===== src/rtl/sfd_hunt_pkg.sv =====
package sfd_hunt_pkg;
  typedef enum logic [1:0] {
    ST_IDLE  = 2'd0,
    ST_ACQ   = 2'd1,
    ST_SRCH  = 2'd2,
    ST_FRAME = 2'd3
  } hunt_state_e;

  localparam int unsigned DLM_W = 16;
  localparam logic [DLM_W-1:0] DLM_PATTERN = 16'hF3A0;
endpackage


===== src/rtl/sfd_shift_match.sv =====
module sfd_shift_match #(
  parameter int unsigned W = 16,
  parameter logic [W-1:0] PATTERN = '0
) (
  input  logic clk_i,
  input  logic rst_ni,
  input  logic clr_i,
  input  logic shift_i,
  input  logic bit_i,
  output logic hit_o
);
  logic [W-1:0] sh_q, sh_nxt;

  assign sh_nxt = {sh_q[W-2:0], bit_i};
  // hit reflects the value this strobe would store
  assign hit_o  = shift_i && (sh_nxt == PATTERN);

  always_ff @(posedge clk_i or negedge rst_ni) begin
    if (!rst_ni)      sh_q <= '0;
    else if (clr_i)   sh_q <= '0;
    else if (shift_i) sh_q <= sh_nxt;
  end
endmodule


===== src/rtl/sym_timeout_cnt.sv =====
module sym_timeout_cnt #(
  parameter int unsigned CW = 8
) (
  input  logic          clk_i,
  input  logic          rst_ni,
  input  logic          clr_i,
  input  logic          inc_i,
  input  logic [CW-1:0] limit_i,
  output logic          expire_o
);
  localparam logic [CW:0] CNT_MAX = {1'b0, {CW{1'b1}}};

  logic [CW-1:0] cnt_q;
  logic [CW:0]   cnt_inc;

  assign cnt_inc  = {1'b0, cnt_q} + 1'b1;
  assign expire_o = inc_i && (limit_i != '0) && (cnt_inc >= {1'b0, limit_i});

  always_ff @(posedge clk_i or negedge rst_ni) begin
    if (!rst_ni)    cnt_q <= '0;
    else if (clr_i) cnt_q <= '0;
    else if (inc_i && (cnt_inc <= CNT_MAX)) cnt_q <= cnt_inc[CW-1:0];
  end
endmodule


===== src/rtl/sfd_hunt_ctrl.sv =====
module sfd_hunt_ctrl
  import sfd_hunt_pkg::*;
#(
  parameter int unsigned TIMEOUT_W = 8
) (
  input  logic                 clk_i,
  input  logic                 rst_ni,
  input  logic                 sym_stb_i,
  input  logic                 rx_bit_i,
  input  logic                 acq_done_i,
  input  logic                 frame_end_i,
  input  logic [TIMEOUT_W-1:0] timeout_i,
  output logic [1:0]           state_o,
  output logic                 sfd_found_o,
  output logic                 reacq_o
);
  hunt_state_e st_q, st_d;
  logic in_srch, enter_srch, hit, expire;
  logic found_d, reacq_d, found_q, reacq_q;

  assign in_srch    = (st_q == ST_SRCH);
  assign enter_srch = (st_q == ST_ACQ) && acq_done_i;

  sfd_shift_match #(.W(DLM_W), .PATTERN(DLM_PATTERN)) u_match (
    .clk_i   (clk_i),
    .rst_ni  (rst_ni),
    .clr_i   (enter_srch),
    .shift_i (sym_stb_i),
    .bit_i   (rx_bit_i),
    .hit_o   (hit)
  );

  sym_timeout_cnt #(.CW(TIMEOUT_W)) u_cnt (
    .clk_i    (clk_i),
    .rst_ni   (rst_ni),
    .clr_i    (enter_srch),
    .inc_i    (sym_stb_i && in_srch),
    .limit_i  (timeout_i),
    .expire_o (expire)
  );

  always_comb begin
    st_d    = st_q;
    found_d = 1'b0;
    reacq_d = 1'b0;
    unique case (st_q)
      ST_IDLE:  if (sym_stb_i) st_d = ST_ACQ;
      ST_ACQ:   if (acq_done_i) st_d = ST_SRCH;
      ST_SRCH: begin
        // match outranks expiry on the same symbol
        if (hit) begin
          st_d    = ST_FRAME;
          found_d = 1'b1;
        end else if (expire) begin
          st_d    = ST_ACQ;
          reacq_d = 1'b1;
        end
      end
      ST_FRAME: if (frame_end_i) st_d = ST_ACQ;
      default:  st_d = ST_IDLE;
    endcase
  end

  always_ff @(posedge clk_i or negedge rst_ni) begin
    if (!rst_ni) begin
      st_q    <= ST_IDLE;
      found_q <= 1'b0;
      reacq_q <= 1'b0;
    end else begin
      st_q    <= st_d;
      found_q <= found_d;
      reacq_q <= reacq_d;
    end
  end

  assign state_o     = st_q;
  assign sfd_found_o = found_q;
  assign reacq_o     = reacq_q;
endmodule


===== config.mk =====
export PLATFORM = sky130hd
export DESIGN_NAME = sfd_hunt_ctrl
export DESIGN_NICKNAME = d
export VERILOG_FILES = /design/src/rtl/sfd_hunt_pkg.sv /design/src/rtl/sfd_shift_match.sv /design/src/rtl/sym_timeout_cnt.sv /design/src/rtl/sfd_hunt_ctrl.sv
export SDC_FILE = /design/constraint.sdc
export NUM_CORES = 1
export LEC_CHECK = 0
export ABC_AREA = 1
export BUFFER_PORTS_ARGS = -buffer_cell sky130_fd_sc_hd__buf_4
export CAP_MARGIN = 20
export CORE_ASPECT_RATIO = 1.1
export CORE_MARGIN = 3
export CORE_UTILIZATION = 55
export DETAILED_ROUTE_END_ITERATION = 7
export HOLD_SLACK_MARGIN = 0.02
export PLACE_DENSITY = 0.77
export SETUP_SLACK_MARGIN = 0.05
export SYNTH_ARGS = -nofsm -noshare
export SYNTH_HDL_FRONTEND = slang
export SYNTH_HIERARCHICAL = 1
export SYNTH_SLANG_ARGS = --single-unit

===== constraint.sdc =====
create_clock -name clk_i -period 2.73 [get_ports clk_i]
set_input_delay 0.1365 -clock clk_i [delete_from_list [all_inputs] [get_ports clk_i]]
set_output_delay 0.1365 -clock clk_i [all_outputs]
set_load 0.01 [all_outputs]

### Word-level counts from Yosys, hierarchy flattened

Cells that the tools add are included.
W data, S select, Z words.

* bits in registers: 27
* input port bits: 14
* output and inout bits: 4
* logic and storage cells: 42

* add/subtract/negate cells: 1
* magnitude comparators: 2
* equal/unequal tests: 8
* muxes and demuxes: 15
* reductions and logical operators: 11

Operator list (count)
* $mux W15: 2
* $eq A16 B16 Y1 const B: 1
* $mux W8: 2
* $mux W2: 5
* $add A8 B1 Y9 const B: 1
* $ge A9 B8 Y1: 1
* $le A9 B8 Y1 const B: 1
* $pmux W2 S4: 1
* $reduce_bool A8 Y1: 1
* $logic_and A1 B1 Y1: 6
* $ne A2 B2 Y1 const B: 3
* $mux W1: 5
* $eq A2 B2 Y1 const B: 2
* $reduce_and A4 Y1: 1
* $reduce_bool A2 Y1: 2
* $ne A3 B1 Y1 const B: 1
* $eq A2 B1 Y1 const B: 1
* $logic_not A2 Y1: 1

### Logic depth before layout (Yosys ltp)

Gate-level depths: netlist (run 1).

* depth in word-level cells: 7
* mapped depth: 20
* depth with buffers taken out: 20

### By module

The synthesis (run 1) kept the hierarchy.

By module, submodules not included
* sym_timeout_cnt: instances 1, cells an instance 145, area each 932.1 um^2, seq. area each 200.2 um^2
* sfd_shift_match: instances 1, cells an instance 79, area each 660.6 um^2, seq. area each 375.4 um^2
* sfd_hunt_ctrl: instances 1, cells an instance 42, area each 304.0 um^2, seq. area each 100.1 um^2

### Worst setup path after synthesis (run 1)

No wires, ideal clock.

* path type: flip-flop to flip-flop
* start point: reg u_cnt.cnt_q[0]
* end point: reg st_q[0], in the netlist state_o[0]
* setup time: 121 ps
* arrival time: 2173 ps
* required time: 2609 ps
* slack: 436 ps
* cell stages (with the launch flop): 19
* buffers on the path: 0
* clock period less this slack: 2294 ps
* cell sequence: dfrtp_1 > ha_1 > nand2_2 > nor2_2 > nand2_1 > nand2_1 > inv_1 > ha_1 > nand2_1 > nor4_1 > nand2_1 > nand3_1 > nand2_1 > inv_1 > inv_1 > nand3_1 > nand2_1 > o21bai_1 > nand2_1

* longest elaborated chain between the ends: 5

RTL lines
* start: declaration: line sym_timeout_cnt.sv:13 `logic [CW-1:0] cnt_q;`
* start signal: assignment: line sym_timeout_cnt.sv:22 `else if (inc_i && (cnt_inc <= CNT_MAX)) cnt_q <= cnt_inc[CW-1:0];`
* $add A8 B1 Y9: line sym_timeout_cnt.sv:16 `assign cnt_inc = {1'b0, cnt_q} + 1'b1;`
* $ge A9 B8 Y1: line sym_timeout_cnt.sv:17 `assign expire_o = inc_i && (limit_i != '0) && (cnt_inc >= {1'b0, limit_i});`
* $logic_and A1 B1 Y1: line sym_timeout_cnt.sv:17
* net expire: line sfd_hunt_ctrl.sv:18 `logic in_srch, enter_srch, hit, expire;`
* $ne A3 B1 Y1 (no line)
* $reduce_and A4 Y1 (no line)
* end signal: assignment: line sfd_hunt_ctrl.sv:70 `st_q <= st_d;`
* end: declaration: line sfd_hunt_ctrl.sv:17 `hunt_state_e st_q, st_d;`

The timed path passes the listed nets, and every way through them passes these cells.
A chain may end at the register's enable or synchronous reset.

### Worst setup path after layout (run 1)

* start point: reg u_cnt.cnt_q[1]
* end point: reg st_q[0], in the netlist state_o[0]

Same word-level chain as after synthesis.

==> results of run 1 <==
[repair_timing]
item                                    4_1_cts  5_1_grt
hold buffers                                  1        0
hold endpoints to repair                     27        0
buffers inserted                              0        3
resized for setup                             0        9
endpoints found under the setup margin        0        2
[area by class of cell]
class | count | area (um2)
Sequential cell | 27 | 679
Fill cell | 290 | 1030
Clock buffer | 3 | 22.5
Multi-Input combinational cell | 183 | 1020
Clock inverter | 1 | 7.51
Timing Repair Buffer | 23 | 175
Inverter | 51 | 191
Tap cell | 46 | 57.6
[routing by layer]
layer,up-vias,global-route usage [%],wire [um]
li1,876,-,-
met1,778,26.5,1710
met2,28,32.5,1920
met3,4,2.87,120
met4,0,7.16,46
met5,-,0,0
[cell families after synthesis]
logic type,count (synthesis),share of synthesized area [%]
AOI/OAI and AO/OA,24,8.51
adders and majority gates,15,9.89
buffers and inverters,56,12.0
DFF,27,35.6
and+or+nand+nor,144,34.0
[cells in the mapped netlist, types with 2 or more instances]
master	count
sky130_fd_sc_hd__nor2_2	3
sky130_fd_sc_hd__inv_1	49
sky130_fd_sc_hd__o21ai_0	7
sky130_fd_sc_hd__nand3_1	36
sky130_fd_sc_hd__dfrtp_1	27
sky130_fd_sc_hd__a21boi_0	2
sky130_fd_sc_hd__nand2_1	68
sky130_fd_sc_hd__buf_4	2
sky130_fd_sc_hd__nor2_1	24
sky130_fd_sc_hd__buf_2	2
sky130_fd_sc_hd__inv_2	2
sky130_fd_sc_hd__nand2_2	5
sky130_fd_sc_hd__o21bai_1	4
sky130_fd_sc_hd__nor4_1	3
sky130_fd_sc_hd__a21oi_1	4
sky130_fd_sc_hd__ha_1	15
sky130_fd_sc_hd__o31ai_1	3
[registers in the layout, indices dropped and copies added (netlist names)]
signal        count
u_match/sh_q     15
u_cnt/cnt_q       8
state_o           2
reacq_o           1
sfd_found_o       1
[report_power, final]
part | internal [uW] | total, uW | switching [uW] | leakage, uW
Sequential | 466 | 539 | 73.1 | 0.000362
Combinational | 228 | 586 | 358 | 0.000831
Clock | 56.3 | 183 | 126 | 0.0000139
[worst max path at each step]
stage	startpoint	to	slack, ns
final	u_cnt/cnt_q[1]$_DFFE_PN0P_	state_o[0]$_DFFE_PN0P_	0.26
after floorplan	u_cnt/cnt_q[0]$_DFFE_PN0P_	state_o[0]$_DFFE_PN0P_	0.44
after detailed placement	u_cnt/cnt_q[0]$_DFFE_PN0P_	state_o[0]$_DFFE_PN0P_	0.18
after CTS	u_cnt/cnt_q[0]$_DFFE_PN0P_	state_o[0]$_DFFE_PN0P_	0.17
after global routing	u_cnt/cnt_q[0]$_DFFE_PN0P_	state_o[1]$_DFFE_PN0P_	0.05
after global placement	u_cnt/cnt_q[0]$_DFFE_PN0P_	state_o[1]$_DFFE_PN0P_	0.27
[worst min-delay path, delay by kind of cell]
family | cells | cell delay [ns]
and+or+nand+nor | 1 | 0.06
AOI/OAI and AO/OA | 1 | 0.09
buffers and inverters | 1 | 0.08
[stage by stage]
step	hold WS, ns	instances
floorplan	-0.159	266
global placement	0.0663	326
detailed placement	0.0670	326
CTS	0.0549	331
global route	0.0983	334
finish	0.0688	334
==> impl_table.tex, run 1 <==
\begin{tabular}{lr}
\hline
Metric & Value \\
\hline
\multicolumn{2}{l}{\textbf{Run status}} \\
Result of the run & finished, final reports clean \\
\multicolumn{2}{l}{\textbf{Floorplan}} \\
Core Area & 3180 um2 \\
Die height & around 68 um \\
Count of pins on the block boundary & 18 \\
Initial Util & between 50\% and 60\% \\
Die area & roughly 4200 um2 \\
Die X & just over 60 um \\
Rows & 21 \\
\multicolumn{2}{l}{\textbf{Clocking}} \\
CTS tree & built \\
Bufs on Longest Clock Path & 2 \\
Number of sinks handled by clock tree synthesis & 27 \\
CTS H-tree depth & 1 \\
Clock slew at reported path FFs & around 0.16 ns \\
Clock buffers created by TritonCTS & 3 \\
Cell at the root of the clock tree & sky130\_fd\_sc\_hd\_\_clkbuf\_4 \\
Insertion delay of the later-clocked pin in the worst-skew pair & between 0.3 and 0.4 ns \\
\multicolumn{2}{l}{\textbf{STA}} \\
Unrepaired setup endpoints after global routing & no \\
Final Max Tran Viols & 0 \\
Clk\_skew & about 0.019 ns \\
Min Tclk post-route & $\sim$2.5 ns \\
Sum of negative setup slack & 0 ns \\
Slew at the pin closest to its max-slew limit & between 0.5 and 0.6 ns \\
Share of the cycle needed by the critical path after routing & 90.5\% \\
Max Fclk & approximately 400 MHz \\
Final number of setup-violating endpoints & 0 \\
Final number of hold-violating endpoints & 0 \\
Fin worst setup slack & approximately 0.26 ns \\
Headroom to the max-slew limit & between 60 and 70\% \\
\multicolumn{2}{l}{\textbf{Synth}} \\
Number of distinct library cells after synthesis & 27 \\
Mean cell area of the mapped netlist & 7.13 um2 \\
Post-Syn Area & about 1900 um2 \\
Number of warning messages in the yosys log & 6 \\
Number of enable-type register cells in the synthesized netlist & 0 \\
Ys async rst share & 100\% \\
Cell type with the highest aggregate area in the netlist & sky130\_fd\_sc\_hd\_\_dfrtp\_1 \\
Synth top area share & between 30 and 40\% \\
Fraction of the yosys area taken by sequential cells & between 30\% and 40\% \\
Top area cells in the synthesized netlist & sky130\_fd\_sc\_hd\_\_dfrtp\_1, sky130\_fd\_sc\_hd\_\_nand2\_1, sky130\_fd\_sc\_hd\_\_ha\_1 \\
Most used DFF post-synth & sky130\_fd\_sc\_hd\_\_dfrtp\_1 \\
Flops \& latches, synth & 27 \\
Number of cells produced by synthesis & 266 \\
Net count of the mapped netlist & around 300 \\
\multicolumn{2}{l}{\textbf{Worst setup path}} \\
Total number of cells along the worst setup path & 18 \\
Slowest-stage cell, CP & sky130\_fd\_sc\_hd\_\_dfrtp\_2 \\
Cell family with the largest share of critical-path delay & simple AND/OR/NAND/NOR gates \\
Worst Reg2Reg Path Length in Cells & 18 \\
Crit path cell chain & ha\_4 -> nand2\_2 -> nor2\_2 -> nand2\_1 -> nand2\_1 -> inv\_1 -> ha\_1 -> nand2\_1 -> nor4\_2 -> nand2\_1 -> nand3\_1 -> nand2\_1 -> inv\_1 -> inv\_1 -> nand3\_1 -> nand2\_1 -> o21bai\_1 -> nand2\_1 \\
Worst-path fanout max & 5 \\
Setup Crit Path Kind & reg2reg \\
Worst endpoint required time & 2.96 ns \\
Reg2Reg Setup Slack & about 0.26 ns \\
Startpoint type of the worst setup path & flip-flop \\
Crit Reg-Reg Startpoint & u\_cnt/cnt\_q[1]\$\_DFFE\_PN0P\_ \\
Most frequent cell on the critical path & sky130\_fd\_sc\_hd\_\_nand2\_1 \\
Kind of end point of the critical path & flip-flop \\
Worst endpoint data arrival time & between 2 and 3 ns \\
Endpoint of the most critical register-to-register path & state\_o[0]\$\_DFFE\_PN0P\_ \\
Delay of the slowest cell on the worst path & roughly 0.45 ns \\
Number of buffer and inverter instances along the worst setup path & 3 \\
\multicolumn{2}{l}{\textbf{Global route}} \\
Global-route wire length before repair & around 6.2 mm \\
Aggregate global routing overflow & 0 \\
Global-route total usage across every layer & about a fifth \\
Via count of the first global-routing pass & approximately 1500 \\
Initial antenna violation count & 0 \\
Maximum number of pins on one net before global-route repair & 28 \\
\multicolumn{2}{l}{\textbf{Power}} \\
Overall power consumption & between 1000 and 1500 uW \\
Largest vdd supply drop & around 440 uV \\
LEAKAGE & between 0.001 and 0.0015 uW \\
Power density over cell area & around 610 nW/um2 \\
\multicolumn{2}{l}{\textbf{Detailed routing}} \\
Post-route antenna net violation count & 0 \\
Drt wl/cell & 11.4 um \\
Post-detailed-route DRC marker count & 0 \\
Drt first pass iters & 4 \\
Final WL & approximately 3.8 mm \\
Via count & about 1700 \\
Mean number of vias per cell & $\sim$5.0 \\
Iteration-0 DRC Markers & approximately 110 \\
\multicolumn{2}{l}{\textbf{Final layout}} \\
Count of inserted antenna diode cells & 0 \\
Post-layout utilization of the core & about 68\% \\
Layout-stage area growth over the synthesis result & 13.5\% \\
Ratio of cells with drive above 1 in the final layout & around 16\% \\
Most frequent cells in the layout & sky130\_fd\_sc\_hd\_\_nand2\_1, sky130\_fd\_sc\_hd\_\_inv\_1, sky130\_fd\_sc\_hd\_\_nand3\_1 \\
Total number of nets in the final design & 318 \\
Design Area, Final & 2150 um2 \\
Most common library cell in the layout ignoring fill and taps & sky130\_fd\_sc\_hd\_\_nand2\_1 \\
\multicolumn{2}{l}{\textbf{Min path}} \\
Class of the tightest hold or removal check & in2reg \\
Hold path startpoint & rx\_bit\_i \\
Hold path depth & 3 \\
Worst min-delay path endpoint & u\_match/sh\_q[0]\$\_DFFE\_PN0P\_ \\
\multicolumn{2}{l}{\textbf{Place}} \\
Cell Area, Placed & 2060 um2 \\
Detailed-placement wirelength estimate & 2.83 mm \\
Routability congestion estimate from global placement & a little under 0.9 \\
Post-placement worst setup slack & about 0.18 ns \\
Count of buffers inserted at the top-level ports & 17 \\
\multicolumn{2}{l}{\textbf{Run}} \\
Max Cap Viol & 0 \\
\hline
\end{tabular}
Power figures use the tool's default switching activity.
==> run 2, diff against run 1 <==
--- a/config.mk
+++ b/config.mk
@@ -5,7 +5,6 @@
 export SDC_FILE = /design/constraint.sdc
 export NUM_CORES = 1
 export LEC_CHECK = 0
-export ABC_AREA = 1
 export BUFFER_PORTS_ARGS = -buffer_cell sky130_fd_sc_hd__buf_4
 export CAP_MARGIN = 20
 export CORE_ASPECT_RATIO = 1.1
==> constraint.sdc (replaced) <==
create_clock -name clk_i -period 2.85 [get_ports clk_i]
set_input_delay 0.1425 -clock clk_i [delete_from_list [all_inputs] [get_ports clk_i]]
set_output_delay 0.1425 -clock clk_i [all_outputs]
set_load 0.01 [all_outputs]
==> run 2 against run 1 <==
Sequential cell count unchanged. Synthesized area down 4.9%. Worst setup slack worse by 0.028 ns. Critical endpoint unchanged. Largest cell class unchanged. Largest power group is now registers.
==> impl_table.tex, run 2 <==
\begin{tabular}{lr}
\hline
Metric & Value \\
\hline
\multicolumn{2}{l}{\textbf{STA}} \\
Slew at the pin closest to its max-slew limit & 0.448 ns (was 0.516 ns) \\
Max Fclk & 382 MHz (was 405 MHz) \\
Final number of hold-violating endpoints & 0 (unchanged) \\
Sum of negative setup slack & 0 ns (unchanged) \\
Unrepaired setup endpoints after global routing & no (unchanged) \\
Headroom to the max-slew limit & 69.9\% (was 65.6\%) \\
Min Tclk post-route & 2.62 ns (was 2.47 ns) \\
Fin worst setup slack & 0.230 ns (was 0.258 ns) \\
Final Max Tran Viols & 0 (unchanged) \\
Final number of setup-violating endpoints & 0 (unchanged) \\
Clk\_skew & 0.00222 ns (was 0.0190 ns) \\
Share of the cycle needed by the critical path after routing & 91.9\% (was 90.5\%) \\
\multicolumn{2}{l}{\textbf{Worst setup path}} \\
Worst endpoint required time & 3.09 ns (was 2.96 ns) \\
Worst endpoint data arrival time & 2.86 ns (was 2.70 ns) \\
Worst-path fanout max & 8 (was 5) \\
Kind of end point of the critical path & flip-flop (unchanged) \\
Crit path cell chain & ha\_2 -> and2\_1 -> and2\_1 -> xor2\_1 -> ha\_1 -> nand3\_1 -> o21ai\_1 -> nor3b\_4 -> a2111oi\_4 -> mux2i\_1 (was ha\_4 -> nand2\_2 -> nor2\_2 -> nand2\_1 -> nand2\_1 -> inv\_1 -> ha\_1 -> nand2\_1 -> nor4\_2 -> nand2\_1 -> nand3\_1 -> nand2\_1 -> inv\_1 -> inv\_1 -> nand3\_1 -> nand2\_1 -> o21bai\_1 -> nand2\_1) \\
Most frequent cell on the critical path & sky130\_fd\_sc\_hd\_\_and2\_1 (was sky130\_fd\_sc\_hd\_\_nand2\_1) \\
Number of buffer and inverter instances along the worst setup path & 0 (was 3) \\
Slowest-stage cell, CP & sky130\_fd\_sc\_hd\_\_dfrtp\_2 (unchanged) \\
Delay of the slowest cell on the worst path & 0.49 ns (was 0.45 ns) \\
Cell family with the largest share of critical-path delay & compound AO/OA/AOI/OAI gates (was simple AND/OR/NAND/NOR gates) \\
Startpoint type of the worst setup path & flip-flop (unchanged) \\
Setup Crit Path Kind & reg2reg (unchanged) \\
\multicolumn{2}{l}{\textbf{Synth}} \\
Number of cells produced by synthesis & 178 (was 266) \\
Simple logic cell fraction of the synthesized area & 20.9\% (was 34.0\%) \\
Fraction of the yosys area taken by sequential cells & 37.5\% (was 35.6\%) \\
Number of enable-type register cells in the synthesized netlist & 0 (unchanged) \\
Net count of the mapped netlist & 207 (was 295) \\
Top area cells in the synthesized netlist & sky130\_fd\_sc\_hd\_\_dfrtp\_1, sky130\_fd\_sc\_hd\_\_ha\_1, sky130\_fd\_sc\_hd\_\_mux2i\_1 (was sky130\_fd\_sc\_hd\_\_dfrtp\_1, sky130\_fd\_sc\_hd\_\_nand2\_1, sky130\_fd\_sc\_hd\_\_ha\_1) \\
Fraction of the mapped netlist area in compound gates & 10.3\% (was 8.51\%) \\
Number of warning messages in the yosys log & 6 (unchanged) \\
Number of distinct library cells after synthesis & 49 (was 27) \\
Post-Syn Area & 1800 um2 (was 1900 um2) \\
Cell type with the highest aggregate area in the netlist & sky130\_fd\_sc\_hd\_\_dfrtp\_1 (unchanged) \\
Multiplexer fraction of the synthesized cell area & 10.7\% (was 0\%) \\
Adder and majority gate portion of the synthesized area & 10.4\% (was 9.89\%) \\
Library cell with the highest instance count after synthesis & sky130\_fd\_sc\_hd\_\_dfrtp\_1 (was sky130\_fd\_sc\_hd\_\_nand2\_1) \\
Most used DFF post-synth & sky130\_fd\_sc\_hd\_\_dfrtp\_1 (unchanged) \\
Post-synthesis share of cell area spent on xor and xnor gates & 4.30\% (was 0\%) \\
Ys async rst share & 100\% (unchanged) \\
Largest family of logic cells by synthesized area & simple AND/OR/NAND/NOR gates (unchanged) \\
Most common library cells after synthesis & sky130\_fd\_sc\_hd\_\_dfrtp\_1, sky130\_fd\_sc\_hd\_\_nor2\_1, sky130\_fd\_sc\_hd\_\_mux2i\_1 (was sky130\_fd\_sc\_hd\_\_nand2\_1, sky130\_fd\_sc\_hd\_\_inv\_1, sky130\_fd\_sc\_hd\_\_nand3\_1) \\
Synth top area share & 37.5\% (was 35.6\%) \\
Mean cell area of the mapped netlist & 10.1 um2 (was 7.13 um2) \\
Flops \& latches, synth & 27 (unchanged) \\
\multicolumn{2}{l}{\textbf{Detailed routing}} \\
Via count & 1292 (was 1686) \\
Drt first pass iters & 4 (unchanged) \\
Post-route antenna net violation count & 0 (unchanged) \\
Iteration-0 DRC Markers & 47 (was 107) \\
Top routing layer used & met4 (unchanged) \\
WL met3 & 80 um (was 120 um) \\
Routed length on met1 & 1.43 mm (was 1.71 mm) \\
Mean number of vias per cell & 5.69 (was 5.05) \\
Final WL & 3.18 mm (was 3.80 mm) \\
Drt wl/cell & 14.0 um (was 11.4 um) \\
Post-detailed-route DRC marker count & 0 (unchanged) \\
Amount of wire on met2 after detailed routing & 1.65 mm (was 1.92 mm) \\
\multicolumn{2}{l}{\textbf{Clocking}} \\
Clock slew at reported path FFs & 0.13 ns (was 0.16 ns) \\
Bufs on Longest Clock Path & 2 (unchanged) \\
Post-CTS repair timing setup buffer count & 0 (unchanged) \\
Cell at the root of the clock tree & sky130\_fd\_sc\_hd\_\_clkbuf\_4 (unchanged) \\
Insertion delay of the later-clocked pin in the worst-skew pair & 0.31 ns (was 0.35 ns) \\
Number of sinks handled by clock tree synthesis & 27 (unchanged) \\
CTS tree & built (unchanged) \\
Clock buffers created by TritonCTS & 3 (unchanged) \\
CTS H-tree depth & 1 (unchanged) \\
\multicolumn{2}{l}{\textbf{Floorplan}} \\
Core Area & 3100 um2 (was 3180 um2) \\
Die X & 60.6 um (was 62.0 um) \\
Initial Util & 58.2\% (was 59.7\%) \\
Count of pins on the block boundary & 18 (unchanged) \\
Die height & 66.1 um (was 67.6 um) \\
Die area & 4000 um2 (was 4190 um2) \\
Rows & 21 (unchanged) \\
\multicolumn{2}{l}{\textbf{Final layout}} \\
Layout-stage area growth over the synthesis result & 9.30\% (was 13.5\%) \\
Fillers & 260 (was 290) \\
Most common library cell in the layout ignoring fill and taps & sky130\_fd\_sc\_hd\_\_dfrtp\_1 (was sky130\_fd\_sc\_hd\_\_nand2\_1) \\
Ratio of cells with drive above 1 in the final layout & 19.2\% (was 15.6\%) \\
Total number of nets in the final design & 223 (was 318) \\
Most frequent cells in the layout & sky130\_fd\_sc\_hd\_\_dfrtp\_1, sky130\_fd\_sc\_hd\_\_nor2\_1, sky130\_fd\_sc\_hd\_\_buf\_4 (was sky130\_fd\_sc\_hd\_\_nand2\_1, sky130\_fd\_sc\_hd\_\_inv\_1, sky130\_fd\_sc\_hd\_\_nand3\_1) \\
Flip-flop count of the largest register after layout & 15 (unchanged) \\
Count of inserted antenna diode cells & 0 (unchanged) \\
Register with the highest flop count & u\_match/sh\_q (unchanged) \\
\multicolumn{2}{l}{\textbf{Power}} \\
Power density over cell area & 526 nW/um2 (was 607 nW/um2) \\
LEAKAGE & 0.00102 uW (was 0.00121 uW) \\
Largest vdd supply drop & 306 uV (was 438 uV) \\
\multicolumn{2}{l}{\textbf{Place}} \\
Count of buffers inserted at the top-level ports & 17 (unchanged) \\
Detailed-placement wirelength estimate & 2.43 mm (was 2.83 mm) \\
Routability congestion estimate from global placement & 0.849 (was 0.892) \\
Post-placement worst setup slack & 0.0686 ns (was 0.180 ns) \\
\multicolumn{2}{l}{\textbf{Run}} \\
Max Cap Viol & 0 (unchanged) \\
\multicolumn{2}{l}{\textbf{Global route}} \\
Maximum number of pins on one net before global-route repair & 28 (unchanged) \\
Via count of the first global-routing pass & 1308 (was 1469) \\
Global-route total usage across every layer & 18.0\% (was 20.0\%) \\
Aggregate global routing overflow & 0 (unchanged) \\
Global-route wire length before repair & 5.60 mm (was 6.22 mm) \\
Initial antenna violation count & 0 (unchanged) \\
\multicolumn{2}{l}{\textbf{Run status}} \\
Result of the run & finished, final reports clean (unchanged) \\
\multicolumn{2}{l}{\textbf{Min path}} \\
Class of the tightest hold or removal check & in2reg (unchanged) \\
\hline
\end{tabular}
## run 2: cell count changes after synthesis, sizes merged, moves of 4 or more
cell	change
nor2	-4
nand2	-69
mux2i	+17
nand3	-33
and2	+7
inv	-36
xnor2	+5
nand4	+4
## run 2: area by class of cell
class / count / area (um2) / share of cell area [%]
clock buffers: 4 / 26.3 / 1.33
repair buffers: 19 / 145 / 7.37
well taps: 34 / 42.5 / 2.16
inverters: 15 / 56.3 / 2.86
flip-flops and latches: 27 / 677 / 34.3
multi-input cells: 128 / 1020 / 51.9
## run 2: cell families (layout without fill, tap and decap cells)
family	Yosys count	after routing
compound gates	23	23
buf+inv	23	38
xor+xnor	8	8
flops	27	27
fa+ha+maj	15	15
simple gates	63	63
mux	19	19
## run 2: final timing paths
kind / start / to / slack [ns] / cells past startpoint
setup / recovery: u_cnt/cnt_q[0]$_DFFE_PN0P_ / state_o[0]$_DFFE_PN0P_ / 0.23 / 10
hold / removal: rx_bit_i / u_match/sh_q[0]$_DFFE_PN0P_ / 0.08 / 3
setup reg to reg: u_cnt/cnt_q[0]$_DFFE_PN0P_ / state_o[0]$_DFFE_PN0P_ / 0.23 / 10
hold reg to reg: u_match/sh_q[2]$_DFFE_PN0P_ / u_match/sh_q[3]$_DFFE_PN0P_ / 0.56 / 2
max in group asynchronous: rst_ni / u_cnt/cnt_q[0]$_DFFE_PN0P_ / 2.34 / 2
min in group asynchronous: rst_ni / u_cnt/cnt_q[1]$_DFFE_PN0P_ / 0.25 / 2
## run 2: layer usage
metal,vias to the layer above,track usage (%)
met5,-,0
met3,2,2.15
met2,15,31.6
met1,628,22.3
li1,647,-
met4,0,6.50
## run 2: power by group
part	switching [uW]	internal, uW	leakage [uW]
sequential	67.2	439	0.000367
clock	102	54.7	0.0000150
combinational	186	187	0.000637
## run 2: through the flow
stage	utilization, %	cells	hold WS, ns	instance area [um2]	power (uW)
after detailed placement	62.3	222	0.0727	1930	890
after global routing	63.6	227	0.0984	1970	1130
after CTS	63.4	227	0.0633	1970	1050
final	63.6	227	0.0826	1970	1040
after global placement	62.3	222	0.0683	1930	868
after floorplan	-	178	-0.153	1800	779
## run 2: tightest hold or removal path, stage by stage
cell                      delay, ns
sky130_fd_sc_hd__buf_4         0.09
sky130_fd_sc_hd__mux2i_1       0.06
sky130_fd_sc_hd__nor2_1        0.08
## run 2: what timing repair did
| item | 4_1_cts | 5_1_grt |
|---|---|---|
| hold buffers | 1 | 0 |
| gates resized for setup | 1 | 2 |
| setup endpoints to repair | 1 | 2 |
| endpoints found under the hold margin | 27 | 0 |
